File: config.mk
export PLATFORM = sky130hd
export DESIGN_NAME = cpu_bus_bridge
export DESIGN_NICKNAME = d
export VERILOG_FILES = /design/src/rtl/cbb_pkg.sv /design/src/rtl/cbb_addr_latch.sv /design/src/rtl/cbb_seq.sv /design/src/rtl/cbb_datapath.sv /design/src/rtl/cpu_bus_bridge.sv
export SDC_FILE = /design/constraint.sdc
export NUM_CORES = 1
export LEC_CHECK = 0
export CAP_MARGIN = 20
export CORE_UTILIZATION = 45
export DETAILED_ROUTE_END_ITERATION = 10
export DONT_BUFFER_PORTS = 1
export GPL_ROUTABILITY_DRIVEN = 0
export PLACE_DENSITY = 0.59
export SLEW_MARGIN = 15
export SYNTH_ARGS = -nofsm -noshare
export SYNTH_HDL_FRONTEND = slang
export SYNTH_SLANG_ARGS = --single-unit
File: constraint.sdc
create_clock -name clk_i -period 1.7 [get_ports clk_i]
set_input_delay 0.34 -clock clk_i [delete_from_list [all_inputs] [get_ports clk_i]]
set_output_delay 0.34 -clock clk_i [all_outputs]
set_load 0.02 [all_outputs]
File: src/rtl/cbb_pkg.sv
package cbb_pkg;
  typedef enum logic [3:0] {
    ST_IDLE, ST_ADDR, ST_REQ, ST_WAIT_GNT, ST_XFER, ST_WAIT_ACK,
    ST_USB_SETUP, ST_USB_STROBE, ST_USB_HOLD, ST_DONE
  } bus_state_e;
endpackage

File: src/rtl/cbb_addr_latch.sv
module cbb_addr_latch #(
  parameter int HI_W  = 28,
  parameter int SEL_W = 4,
  parameter logic [SEL_W-1:0] USB_SEL = 4'hB
) (
  input  logic            clk_i,
  input  logic            rst_ni,
  input  logic            lat_en_i,
  input  logic [HI_W-1:0] ad_hi_i,
  output logic [HI_W-1:0] addr_hi_o,
  output logic            is_usb_o
);
  logic [HI_W-1:0] addr_hi_q;

  always_ff @(posedge clk_i or negedge rst_ni) begin
    if (!rst_ni)       addr_hi_q <= '0;
    else if (lat_en_i) addr_hi_q <= ad_hi_i;
  end

  assign addr_hi_o = addr_hi_q;
  assign is_usb_o  = (addr_hi_q[HI_W-1 -: SEL_W] == USB_SEL);
endmodule

File: src/rtl/cbb_seq.sv
module cbb_seq
  import cbb_pkg::*;
#(
  parameter int STROBE_CYCLES = 3
) (
  input  logic clk_i,
  input  logic rst_ni,
  input  logic ale_i,
  input  logic cyc_ni,
  input  logic rd_ni,
  input  logic wr_ni,
  input  logic is_usb_i,
  input  logic gnt_i,
  input  logic ack_i,
  output logic lat_en_o,
  output logic cap_o,
  output logic rd_cap_o,
  output logic ib_req_o,
  output logic ib_rd_no,
  output logic ib_wr_en_o,
  output logic usb_cs_no,
  output logic usb_rd_no,
  output logic usb_wr_no,
  output logic cpu_ack_no,
  output logic rdata_oe_o
);
  localparam int CNT_W = $clog2(STROBE_CYCLES + 1);

  bus_state_e state_q, state_d;
  logic [CNT_W-1:0] cnt_q;
  logic is_wr_q;
  logic go, stb_last;

  assign go       = !cyc_ni && (!rd_ni || !wr_ni);
  assign stb_last = (cnt_q == CNT_W'(STROBE_CYCLES - 1));
  assign lat_en_o = ale_i && (state_q == ST_IDLE || state_q == ST_DONE);
  assign cap_o    = (state_q == ST_ADDR) && go;
  assign rd_cap_o = ((state_q == ST_WAIT_ACK) && ack_i) ||
                    ((state_q == ST_USB_STROBE) && stb_last);

  always_comb begin
    state_d = state_q;
    case (state_q)
      ST_IDLE:       if (ale_i) state_d = ST_ADDR;
      ST_ADDR:       if (go) state_d = is_usb_i ? ST_USB_SETUP : ST_REQ;
      ST_REQ:        state_d = ST_WAIT_GNT;
      ST_WAIT_GNT:   if (gnt_i) state_d = ST_XFER;
      ST_XFER:       state_d = ST_WAIT_ACK;
      ST_WAIT_ACK:   if (ack_i) state_d = ST_DONE;
      ST_USB_SETUP:  state_d = ST_USB_STROBE;
      ST_USB_STROBE: if (stb_last) state_d = ST_USB_HOLD;
      ST_USB_HOLD:   state_d = ST_DONE;
      ST_DONE:       state_d = ale_i ? ST_ADDR : ST_IDLE;
      default:       state_d = ST_IDLE;
    endcase
  end

  always_ff @(posedge clk_i or negedge rst_ni) begin
    if (!rst_ni) begin
      state_q <= ST_IDLE;
      cnt_q   <= '0;
      is_wr_q <= 1'b0;
    end else begin
      state_q <= state_d;
      if (cap_o) is_wr_q <= !wr_ni;
      if (state_q == ST_USB_SETUP)       cnt_q <= '0;
      else if (state_q == ST_USB_STROBE) cnt_q <= cnt_q + 1'b1;
    end
  end

  always_comb begin
    ib_req_o   = 1'b0;
    ib_rd_no   = 1'b1;
    ib_wr_en_o = 1'b0;
    usb_cs_no  = 1'b1;
    usb_rd_no  = 1'b1;
    usb_wr_no  = 1'b1;
    cpu_ack_no = 1'b1;
    rdata_oe_o = 1'b0;
    case (state_q)
      ST_REQ, ST_WAIT_GNT: ib_req_o = 1'b1;
      ST_XFER, ST_WAIT_ACK: begin
        ib_req_o   = 1'b1;
        ib_rd_no   = is_wr_q;
        ib_wr_en_o = is_wr_q;
      end
      ST_USB_SETUP, ST_USB_HOLD: usb_cs_no = 1'b0;
      ST_USB_STROBE: begin
        usb_cs_no = 1'b0;
        usb_rd_no = is_wr_q;
        usb_wr_no = !is_wr_q;
      end
      ST_DONE: begin
        cpu_ack_no = 1'b0;
        rdata_oe_o = !is_wr_q;
      end
      default: ;
    endcase
  end


  ack_one_clk_chk: assert property (@(posedge clk_i) disable iff (!rst_ni)
    !cpu_ack_no |=> cpu_ack_no);

  excl_path_chk: assert property (@(posedge clk_i) disable iff (!rst_ni)
    !(ib_req_o && !usb_cs_no));

  usb_stb_in_cs_chk: assert property (@(posedge clk_i) disable iff (!rst_ni)
    (!usb_rd_no || !usb_wr_no) |-> !usb_cs_no);

  usb_stb_setup_chk: assert property (@(posedge clk_i) disable iff (!rst_ni)
    $fell(usb_cs_no) |-> (usb_rd_no && usb_wr_no));

  ib_gnt_before_stb_chk: assert property (@(posedge clk_i) disable iff (!rst_ni)
    (ib_req_o && !gnt_i && ib_rd_no && !ib_wr_en_o) |=> (ib_rd_no && !ib_wr_en_o));
endmodule

File: src/rtl/cbb_datapath.sv
module cbb_datapath #(
  parameter int DATA_W = 32,
  parameter int BE_W   = DATA_W / 8
) (
  input  logic              clk_i,
  input  logic              rst_ni,
  input  logic              cap_i,
  input  logic              rd_cap_i,
  input  logic              wr_en_i,
  input  logic [DATA_W-1:0] ad_i,
  input  logic [BE_W-1:0]   be_ni,
  input  logic [DATA_W-1:0] tgt_rdata_i,
  output logic [DATA_W-1:0] wdata_o,
  output logic [DATA_W-1:0] rdata_o,
  output logic [BE_W-1:0]   wr_no
);
  logic [DATA_W-1:0] wdata_q, rdata_q;
  logic [BE_W-1:0]   be_nq;

  always_ff @(posedge clk_i or negedge rst_ni) begin
    if (!rst_ni) begin
      wdata_q <= '0;
      rdata_q <= '0;
      be_nq   <= '1;
    end else begin
      if (cap_i) begin
        wdata_q <= ad_i;
        be_nq   <= be_ni;
      end
      if (rd_cap_i) rdata_q <= tgt_rdata_i;
    end
  end

  for (genvar i = 0; i < BE_W; i++) begin : g_lane
    assign wr_no[i] = !(wr_en_i && !be_nq[i]);
  end

  assign wdata_o = wdata_q;
  assign rdata_o = rdata_q;


  lane_strobe_chk: assert property (@(posedge clk_i) disable iff (!rst_ni)
    (wr_no != '1) |-> ((wr_no | be_nq) == wr_no));
endmodule

File: src/rtl/cpu_bus_bridge.sv
module cpu_bus_bridge #(
  parameter int DATA_W        = 32,
  parameter int LO_W          = 2,
  parameter int SEL_W         = 4,
  parameter logic [SEL_W-1:0] USB_SEL = 4'hB,
  parameter int STROBE_CYCLES = 3,
  localparam int BE_W         = DATA_W / 8,
  localparam int HI_LSB       = LO_W + 2
) (
  input  logic              clk_i,
  input  logic              rst_ni,
  input  logic [DATA_W-1:0] cpu_ad_i,
  input  logic              cpu_ale_i,
  input  logic [LO_W-1:0]   cpu_addr_lo_i,
  input  logic              cpu_cyc_ni,
  input  logic              cpu_rd_ni,
  input  logic              cpu_wr_ni,
  input  logic [BE_W-1:0]   cpu_be_ni,
  output logic              cpu_ack_no,
  output logic [DATA_W-1:0] cpu_rdata_o,
  output logic              cpu_rdata_oe_o,
  output logic [DATA_W-1:2] tgt_addr_o,
  output logic [DATA_W-1:0] tgt_wdata_o,
  input  logic [DATA_W-1:0] tgt_rdata_i,
  output logic              ib_req_o,
  input  logic              ib_gnt_i,
  input  logic              ib_ack_i,
  output logic              ib_rd_no,
  output logic [BE_W-1:0]   ib_wr_no,
  output logic              usb_cs_no,
  output logic              usb_rd_no,
  output logic              usb_wr_no
);
  localparam int HI_W = DATA_W - HI_LSB;

  logic            lat_en, cap, rd_cap, wr_en, is_usb;
  logic [HI_W-1:0] addr_hi;

  cbb_addr_latch #(.HI_W(HI_W), .SEL_W(SEL_W), .USB_SEL(USB_SEL)) u_latch (
    .clk_i, .rst_ni,
    .lat_en_i (lat_en),
    .ad_hi_i  (cpu_ad_i[DATA_W-1:HI_LSB]),
    .addr_hi_o(addr_hi),
    .is_usb_o (is_usb)
  );

  cbb_seq #(.STROBE_CYCLES(STROBE_CYCLES)) u_seq (
    .clk_i, .rst_ni,
    .ale_i     (cpu_ale_i),
    .cyc_ni    (cpu_cyc_ni),
    .rd_ni     (cpu_rd_ni),
    .wr_ni     (cpu_wr_ni),
    .is_usb_i  (is_usb),
    .gnt_i     (ib_gnt_i),
    .ack_i     (ib_ack_i),
    .lat_en_o  (lat_en),
    .cap_o     (cap),
    .rd_cap_o  (rd_cap),
    .ib_req_o  (ib_req_o),
    .ib_rd_no  (ib_rd_no),
    .ib_wr_en_o(wr_en),
    .usb_cs_no (usb_cs_no),
    .usb_rd_no (usb_rd_no),
    .usb_wr_no (usb_wr_no),
    .cpu_ack_no(cpu_ack_no),
    .rdata_oe_o(cpu_rdata_oe_o)
  );

  cbb_datapath #(.DATA_W(DATA_W)) u_dp (
    .clk_i, .rst_ni,
    .cap_i      (cap),
    .rd_cap_i   (rd_cap),
    .wr_en_i    (wr_en),
    .ad_i       (cpu_ad_i),
    .be_ni      (cpu_be_ni),
    .tgt_rdata_i(tgt_rdata_i),
    .wdata_o    (tgt_wdata_o),
    .rdata_o    (cpu_rdata_o),
    .wr_no      (ib_wr_no)
  );

  assign tgt_addr_o = {addr_hi, cpu_addr_lo_i};

  logic busy;
  assign busy = ib_req_o || !usb_cs_no;


  addr_hold_chk: assert property (@(posedge clk_i) disable iff (!rst_ni)
    (busy && $past(busy)) |-> $stable(addr_hi));

  usb_decode_chk: assert property (@(posedge clk_i) disable iff (!rst_ni)
    !usb_cs_no |-> (addr_hi[HI_W-1 -: SEL_W] == USB_SEL));
endmodule

==> impl_metrics.tcl <==
set metrics [dict create \
    status "finished, violations left" \
    violations "negative hold slack, negative setup slack" \
    synth-seq-cells 103 \
    cts-root-buf "clkbuf_8" \
    setup_viol 6 \
    slew_viol_final 0 \
    synth_top_cell_by_area "dfrtp_1" \
    start_util_pct 46.6 \
    period_share_pct 105 \
    instances_no_fill 424 \
    fmax_mhz 562 \
    syn_inst 271 \
    core_region_area_sq_um 9240 \
    critPathLaunchType "flip-flop" \
    peakVddDrop_v 0.00101 \
    vias_per_cell 5.31 \
    syn_area_per_cell_sq_um 15.9 \
    synth.area.top_cells "dfrtp_1, mux2_2, mux2_4" \
    dp.cells 397 \
    layout_setup_ws_ps -80.3 \
    wl_mm 8.04 \
    worstSkewPairLatency_ps 350 \
    relSlewSlack_pct 77.3 \
    synth_nets 350 \
    clk_path_buf_depth 2 \
    grt-ovfl-total 0 \
    layout-drive-gt1-share_pct 53.9 \
    fp-row-count 35 \
    crit_path_max_fanout 4 \
    hpwl_mm 5.44 \
    cts.clk_slew.worst_paths_ps 100 \
    p_per_area_nw_per_um2 2230 \
    hp-class "primary input to asynchronous set/reset pin" \
    grt_pass1_wl_mm 12.0 \
    die_area_sq_um 9970 \
    grt_pass1_vias 2286 \
    cts_buffers 9 \
    synth.distinct_cells 36 \
    crit_path_max_incr_delay_ps 390 \
    critPathArrivalTime_ps 1440 \
    critical_path_class "flip-flop to output port" \
    ios 183 \
    worstPathRequired_ps 1360 \
    min_period_ps 1780 \
    antenna_found_initial 0 \
    syn_area_sq_um 4310 \
    h-tree-depth 3 \
    grt_use_total_pct 15.7 \
    worst_pin_slew_ps 338 \
    utilization_pct 52.6 \
    power.total_mw 10.8 \
    grt_max_degree 104 \
    fin_nets 369 \
    yosys_warnings 0 \
    io_buffers 0 \
    die_h_um 99.8 \
    layout_common_cells "dfrtp_1, mux2_2, mux2_4" \
    fin_hold_ws_ps -330 \
    finClkSkew_ps 15.1 \
    p_leak_nw 2.22 \
    critPathTopFamily "simple AND/OR/NAND/NOR gates" \
    final_common_cell "dfrtp_1" \
    endpoint_kind "output port" \
    drc 0 \
    tritoncts "done" \
    fp.dieW_um 99.8 \
    drt-initial-drc-count 32 \
    wl_per_cell_um 19.0 \
    numClockSinks 103 \
    final_hold_viol_count 103 \
    cp_slowest_cell "dfrtp_1" \
    synth_seq_area_share_pct 60.0 \
    rsz0062_at_grt "yes" \
    path_buf_inv 2 \
    syn2layout_area_growth_pct 12.9 \
    vias 2250 \
    dr.pass1.iters 5 \
    tns_ps -357 \
    antenna_left 0 \
    path_cells "buf_6, nand2b_4, nor3b_2, buf_6, nand2b_4" \
    yosysTopAreaCellShare_pct 57.5 \
    cap_violations 0 \
    diodes 0 \
]
==> logic make-up after synthesis <==
| group | count (synthesis) | synth area share [%] |
|---|---|---|
| AND/OR/NAND/NOR | 33 | 4.76 |
| buffers and inverters | 18 | 3.28 |
| XOR/XNOR | 2 | 0.407 |
| AO/OA/AOI/OAI | 16 | 2.41 |
| multiplexers | 98 | 28.9 |
| adder cells (fa/ha/maj) | 1 | 0.290 |
| flip-flops | 103 | 60.0 |
==> stage by stage <==
| step | setup slack [ps] | hold WS, ps | cell area, sq um |
|---|---|---|---|
| 4_1_cts | -93.9 | -360 | 4810 |
| 3_3_place_gp | 117 | 46.6 | 4480 |
| 2_1_floorplan | 22.3 | 44.4 | 4310 |
| 3_5_place_dp | 109 | 46.4 | 4480 |
| 6_report | -80.3 | -330 | 4860 |
| 5_1_grt | -146 | -367 | 4860 |
==> path summary, 6_finish.rpt <==
| path | from | to | slack [ps] | depth (start not counted) |
|---|---|---|---|---|
| setup / recovery | u_seq.state_q[3] | ib_wr_no[2] | -80 | 5 |
| hold / removal | rst_ni | u_dp.rdata_o[19] | -330 | 0 |
| setup reg to reg | u_seq.state_q[2] | u_latch.addr_hi_o[23] | 60 | 7 |
| hold reg to reg | u_seq.cnt_q[1] | u_seq.cnt_q[1] | 510 | 2 |
| max in group asynchronous | rst_ni | u_dp.be_nq[1] | 1740 | 0 |
| min in group clk_i | cpu_wr_ni | u_seq.is_wr_q | 100 | 1 |
==> final cells by class <==
| class | instances | area [sq um] |
|---|---|---|
| flip-flops and latches | 103 | 2590 |
| multi-input cells | 150 | 1660 |
| clock buffers | 10 | 138 |
| repair buffers | 24 | 253 |
| inverters | 2 | 7.51 |
| well taps | 129 | 161 |
| fillers | 774 | 4380 |
| clock inverters | 6 | 56.3 |
==> repair_timing <==
action                                 4_1_cts  5_1_grt
setup buffers                                7        4
resized for setup                           23        6
endpoints found under the hold margin      103      103
pin swaps                                    4        3
setup endpoints to repair                   10       34
==> cell usage after synthesis, drive strengths merged <==
library cell   n
mux2i          2
and4b          1
nand2          7
nand3          4
nand4b         1
a21o           1
dfstp          4
mux2          96
inv            2
clkbuf         2
a21oi          3
ha             1
and2           1
a211oi         1
nor3           1
and2b          1
nand2b         6
dfrtp         99
a211o          1
o31ai          3
or3            1
a21bo          1
nand3b         3
nor3b          1
o21bai         1
xnor2          2
nand4          1
o21ai          5
buf           14
nor2           5
==> worst reg2reg max path, delay by kind of cell, from the launching register on <==
family        cells  cell delay, ps
buf+inv           4             560
flops             1             450
mux               1             300
simple gates      2             210
==> flip-flops by register name, summed over array words and instances, names as in the netlist <==
register / count
u_dp.wdata_o: 32
u_seq.is_wr_q: 1
u_seq.state_q: 4
u_latch.addr_hi_o: 28
u_dp.be_nq: 4
u_seq.cnt_q: 2
u_dp.rdata_o: 32
==> metal layers <==
| metal | vias up | wire, um | GRT usage (%) |
|---|---|---|---|
| met3 | 9 | 754 | 5.64 |
| met4 | 0 | 103 | 6.45 |
| li1 | 993 | - | - |
| met1 | 1133 | 3220 | 19.1 |
| met2 | 115 | 3960 | 25.4 |
| met5 | - | 0 | 0 |
==> report_power, final <==
group	switching [mW]	internal [mW]	leakage [nW]	total (mW)
clock network	0.853	0.596	0.0996	1.45
registers	2.32	3.73	1.23	6.04
logic	1.19	2.16	0.891	3.36
Note: power is estimated with default switching activity, not from simulation.
